File: config.mk
export PLATFORM = sky130hd
export DESIGN_NAME = sinc_comb_serial
export DESIGN_NICKNAME = d
export VERILOG_FILES = /design/src/rtl/sinc_comb_pkg.sv /design/src/rtl/comb_word_loader.sv /design/src/rtl/comb_bit_stage.sv /design/src/rtl/comb_serial_framer.sv /design/src/rtl/sinc_comb_serial.sv
export SDC_FILE = /design/constraint.sdc
export NUM_CORES = 1
export LEC_CHECK = 0
export BUFFER_PORTS_ARGS = -buffer_cell sky130_fd_sc_hd__buf_2
export CELL_PAD_IN_SITES_DETAIL_PLACEMENT = 0
export CELL_PAD_IN_SITES_GLOBAL_PLACEMENT = 1
export CORE_MARGIN = 10
export CORE_UTILIZATION = 48
export DETAILED_ROUTE_END_ITERATION = 12
export PLACE_DENSITY = 0.81
export SYNTH_ARGS = -nofsm -noshare
export SYNTH_HDL_FRONTEND = slang
export SYNTH_SLANG_ARGS = --single-unit
export TNS_END_PERCENT = 20
File: constraint.sdc
create_clock -name clk -period 3.7 [get_ports clk]
set_input_delay 0.555 -clock clk [delete_from_list [all_inputs] [get_ports clk]]
set_output_delay 0.555 -clock clk [all_outputs]
set_load 0.03 [all_outputs]
File: src/rtl/sinc_comb_pkg.sv
package sinc_comb_pkg;

    parameter int unsigned DEF_WORD_W = 24;
    parameter int unsigned DEF_STAGES = 4;

    typedef struct packed {
        logic diff;
        logic borrow;
    } sub_bit_t;

    // one-bit full subtractor: a - b - bin
    function automatic sub_bit_t bit_sub(input logic a, input logic b, input logic bin);
        sub_bit_t r;
        r.diff   = a ^ b ^ bin;
        r.borrow = (~a & b) | (~(a ^ b) & bin);
        return r;
    endfunction

endpackage

File: src/rtl/comb_word_loader.sv
module comb_word_loader
    import sinc_comb_pkg::*;
#(
    parameter int unsigned WORD_W = DEF_WORD_W
) (
    input  logic              clk,
    input  logic              rst,
    input  logic              cap_stb,
    input  logic [WORD_W-1:0] cap_word,
    output logic              bit_o,
    output logic              active_o,
    output logic              first_o
);
    localparam int unsigned CW = (WORD_W > 1) ? $clog2(WORD_W) : 1;
    localparam logic [CW-1:0] LAST = CW'(WORD_W - 1);

    logic [WORD_W-1:0] sh_q;
    logic [CW-1:0]     cnt_q;
    logic              busy_q;

    always_ff @(posedge clk) begin
        if (rst) begin
            sh_q   <= '0;
            cnt_q  <= '0;
            busy_q <= 1'b0;
        end else if (cap_stb) begin
            sh_q   <= cap_word;
            cnt_q  <= '0;
            busy_q <= 1'b1;
        end else if (busy_q) begin
            sh_q  <= sh_q >> 1;
            cnt_q <= cnt_q + 1'b1;
            if (cnt_q == LAST) busy_q <= 1'b0;
        end
    end

    assign bit_o    = sh_q[0];
    assign active_o = busy_q;
    assign first_o  = busy_q && (cnt_q == '0);

    AST_STROBE_LOAD: assert property (@(posedge clk) disable iff (rst)
        cap_stb |=> (active_o && first_o));
    AST_CNT_BOUND: assert property (@(posedge clk) disable iff (rst)
        busy_q |-> (cnt_q <= LAST));
    AST_WORD_END: assert property (@(posedge clk) disable iff (rst)
        (busy_q && cnt_q == LAST && !cap_stb) |=> !active_o);

endmodule

File: src/rtl/comb_bit_stage.sv
module comb_bit_stage
    import sinc_comb_pkg::*;
#(
    parameter int unsigned WORD_W = DEF_WORD_W
) (
    input  logic clk,
    input  logic rst,
    input  logic en,
    input  logic first,
    input  logic din,
    output logic dout
);
    logic [WORD_W-1:0] hist_q;
    logic              brw_q;
    logic              bin;
    sub_bit_t          sb;

    // borrow forced to zero on the first bit of every word
    assign bin  = first ? 1'b0 : brw_q;
    assign sb   = bit_sub(din, hist_q[0], bin);
    assign dout = sb.diff;

    always_ff @(posedge clk) begin
        if (rst) begin
            hist_q <= '0;
            brw_q  <= 1'b0;
        end else if (en) begin
            hist_q <= {din, hist_q[WORD_W-1:1]};
            brw_q  <= sb.borrow;
        end
    end

    AST_HIST_HOLD: assert property (@(posedge clk) disable iff (rst)
        !en |=> $stable(hist_q));
    AST_HIST_ENTRY: assert property (@(posedge clk) disable iff (rst)
        en |=> (hist_q[WORD_W-1] == $past(din)));

endmodule

File: src/rtl/comb_serial_framer.sv
module comb_serial_framer (
    input  logic clk,
    input  logic rst,
    input  logic active,
    input  logic first,
    input  logic d,
    output logic ser_o,
    output logic fs_o
);
    always_ff @(posedge clk) begin
        if (rst) begin
            ser_o <= 1'b0;
            fs_o  <= 1'b0;
        end else begin
            ser_o <= active ? d : 1'b0;
            fs_o  <= first;
        end
    end

    AST_FS_SINGLE: assert property (@(posedge clk) disable iff (rst)
        fs_o |=> !fs_o);
    AST_IDLE_QUIET: assert property (@(posedge clk) disable iff (rst)
        !active |=> (!ser_o && !fs_o));

endmodule

File: src/rtl/sinc_comb_serial.sv
module sinc_comb_serial
    import sinc_comb_pkg::*;
#(
    parameter int unsigned WORD_W = DEF_WORD_W,
    parameter int unsigned STAGES = DEF_STAGES
) (
    input  logic              clk,
    input  logic              rst,
    input  logic              cap_stb,
    input  logic [WORD_W-1:0] cap_word,
    output logic              ser_out,
    output logic              frm_sync
);
    logic              bit_s;
    logic              act_s;
    logic              first_s;
    logic [STAGES:0]   chain;

    comb_word_loader #(.WORD_W(WORD_W)) u_load (
        .clk      (clk),
        .rst      (rst),
        .cap_stb  (cap_stb),
        .cap_word (cap_word),
        .bit_o    (bit_s),
        .active_o (act_s),
        .first_o  (first_s)
    );

    assign chain[0] = bit_s;

    for (genvar k = 0; k < STAGES; k++) begin : g_stage
        comb_bit_stage #(.WORD_W(WORD_W)) u_stage (
            .clk   (clk),
            .rst   (rst),
            .en    (act_s),
            .first (first_s),
            .din   (chain[k]),
            .dout  (chain[k+1])
        );
    end

    comb_serial_framer u_frame (
        .clk    (clk),
        .rst    (rst),
        .active (act_s),
        .first  (first_s),
        .d      (chain[STAGES]),
        .ser_o  (ser_out),
        .fs_o   (frm_sync)
    );

    AST_RESET_QUIET: assert property (@(posedge clk)
        rst |=> (!ser_out && !frm_sync));

endmodule

==> results.ini <==
[die]
initial_utilization_pct=49.4
ios=29
die_x_um=123
chipHeight_um=123
rows=37
core_sq_mm=0.0103
die_area_sq_mm=0.0151

[critical_path]
rr_endpoint=u_frame.ser_o$_SDFF_PP0_
slowest_stage=fa_1
crit_chain=inv_1, ha_1, or4b_4, o21ai_4, fa_1, fa_1, inv_1, fa_1, fa_2, nor3_1
worstPathRequired_ns=4.08
cp-start-kind=register
path_buf_inv=2
cp_max_fo=4
timing.rr.start=u_load.cnt_q[1]$_SDFFE_PP0P_
cpMostUsedCell=fa_1
cp_slowest_stage_delay_ns=0.58
r2r_slack_ns=0.19
crit_type=reg2reg
cp.arrival_ns=3.90
r2r_cells=10
path_delay_family=adder cells
cp-end-kind=register

[final_layout]
syn2layout_area_growth_pct=14.2
insertedDiodeCount=0
nets=530
drive_above_1_share_pct=13.6
fin_cells=644

[global_route]
grt_max_degree=75
globalRoute.totalOverflow=0
antenna_found_initial=0
grt_pass1_wl_mm=13.9
grt_pass1_vias=3149
track_usage_pct=11.3

[timing]
drv_slew=0
min_period_over_period_pct=95.0
worst_pin_slew_ns=1.13
finalSetupTns_ns=0
min_period_ns=3.51
rsz0062_at_grt=no
setup_violations=0
max_freq_mhz=285
holdWs_ns=0.290
clock_skew_ns=0.00649
slew_headroom_pct=24.5
hold_viol_final=0

[detailed_routing]
drc=0
drt-initial-drc-count=229
avgRoutedWirePerCell_um=12.3
vias_per_cell=5.02
antenna_left=0
vias=3234
totalWireLength_mm=7.95
drt_first_pass_iters=4

[clocking]
worstSkewPairLatency_ns=0.51
clockBufferDepth=2
cts_sinks=132
numCtsBuffers=17
postCtsHoldBufs=0
clk_pin_slew_ns=0.06
root_buffer=clkbuf_8
htreeDepth=4
cts_tree=built

[pwr]
ir_drop_mv=0.366
p_leak_nw=2.34
power_density_mw_per_mm2=544

[placement]
dp_cells=612
gp_congestion=0.697
io_buffer_count=28
dp_hpwl_mm=4.61

[worst_hold_path]
hold_class=in2reg
hold_path_depth=3
hold_path_end=u_load.sh_q[23]$_SDFFE_PP0P_
hp-start=cap_word[23]

[yosys]
synthesis.instances=478
synth-seq-cells=132
synth_area_sq_mm=0.00509
ys_types=31
postSynthNetCount=511
avgSynthCellArea_sq_um=10.7
yosysWarnings=0
ys_seq_area_share_pct=51.9

[status]
status=finished, final reports clean

[job]
timing.max_cap.violations=0

==> where the power goes <==
group	total, mW	internal (mW)	switching [mW]
clock	1.49	0.949	0.541
sequential	1.47	1.45	0.0160
combinational	0.204	0.0923	0.112
total	3.16	2.49	0.669
==> metrics by stage <==
step	setup WS, ns	power [mW]	instance area [sq um]	util, %
floorplan	0.298	1.66	5090	-
global placement	0.230	1.69	5250	50.9
detailed placement	0.130	1.70	5250	50.9
CTS	0.122	3.20	5790	56.1
global route	0.0255	3.29	5820	56.3
finish	0.186	3.16	5820	56.3
==> layout by cell type, fill, tap and decap left out, types with 4 or more instances in the layout <==
cell type | Yosys | final
dfxtp_1 | 132 | 130
mux2i_1 | 121 | 121
nor2_1 | 103 | 103
a211oi_1 | 27 | 27
buf_2 | 7 | 27
nor2b_1 | 23 | 23
clkbuf_16 | 0 | 16
buf_4 | 10 | 7
inv_1 | 6 | 6
clkbuf_8 | 0 | 5
clkinv_2 | 0 | 4
clkbuf_1 | 7 | 4
==> worst max-delay path by stage <==
stage / start / endpoint / depth (start not counted)
2_1_floorplan: u_load.cnt_q[0]$_SDFFE_PP0P_ / g_stage[3].u_stage.brw_q$_SDFFE_PP0P_ / 11
3_3_place_gp: u_load.cnt_q[0]$_SDFFE_PP0P_ / g_stage[3].u_stage.brw_q$_SDFFE_PP0P_ / 11
3_5_place_dp: u_load.cnt_q[0]$_SDFFE_PP0P_ / g_stage[3].u_stage.brw_q$_SDFFE_PP0P_ / 11
6_report: u_load.cnt_q[1]$_SDFFE_PP0P_ / u_frame.ser_o$_SDFF_PP0_ / 10
5_1_grt: u_load.cnt_q[1]$_SDFFE_PP0P_ / g_stage[3].u_stage.brw_q$_SDFFE_PP0P_ / 11
4_1_cts: u_load.cnt_q[0]$_SDFFE_PP0P_ / g_stage[3].u_stage.brw_q$_SDFFE_PP0P_ / 11
==> cell families (layout without fill, tap and decap cells) <==
family                     after synthesis  in the layout  synth area share, %
AOI/OAI and AO/OA                       34             34                 4.86
xor gates and xnor gates                 1              1                0.172
adders and majority gates                6              6                 2.06
buffers and inverters                   41             71                 4.22
DFF                                    132            132                 51.9
muxes                                  123            123                 24.2
and+or+nand+nor                        141            141                 12.6
==> routing by layer <==
layer / global-route usage, % / wire, um
met2: 17.6 / 3600
met4: 5.02 / 91
met1: 13.6 / 3970
met5: 0 / 0
met3: 4.42 / 291
==> worst reg2reg max path, delay by kind of cell (launching register included) <==
family          cells  cell delay [ns]
buf+inv             2             0.12
simple gates        2             0.52
flops               1             0.33
fa+ha+maj           5             2.28
compound gates      1             0.14
==> area by class of cell <==
| cell class | instances | area, sq um |
|---|---|---|
| fillers | 900 | 4510 |
| clock inverters | 5 | 50.0 |
| multi-input cells | 305 | 2250 |
| clock buffers | 25 | 484 |
| repair buffers | 34 | 188 |
| flip-flops and latches | 132 | 2650 |
| inverters | 7 | 26.3 |
| well taps | 136 | 170 |
==> flip-flops by register name, summed over array words and instances, names as in the netlist <==
signal and cells:
g_stage.u_stage.hist_q 96, u_load.cnt_q 5, g_stage.u_stage.brw_q 4, u_frame.ser_o 1
u_load.sh_q 24, u_frame.fs_o 1, u_load.active_o 1
==> synthesized netlist by cell type, drive strengths merged <==
library cell,number,area (sq um)
a21oi,2,10.0
buf,27,163
fa,4,80.1
nand3b,1,7.51
nor2b,23,144
o21ai,2,10.0
mux2,2,22.5
nand4,2,12.5
dfxtp,132,2640
nor3,4,25.0
nor2,103,387
and4b,1,10.0
nand2,1,3.75
xnor2,1,8.76
mux2i,121,1210
nor3b,2,15.0
clkbuf,7,26.3
ha,2,25.0
a21bo,1,10.0
a21boi,2,15.0
or4b,1,13.8
or3b,1,8.76
inv,7,26.3
a211oi,27,203
nor4b,1,8.76
or2,1,6.26
==> what timing repair did <==
action	in CTS	in global routing
resized for setup	0	4
setup buffers	0	2
setup endpoints to repair	0	2
Power figures use the tool's default switching activity.
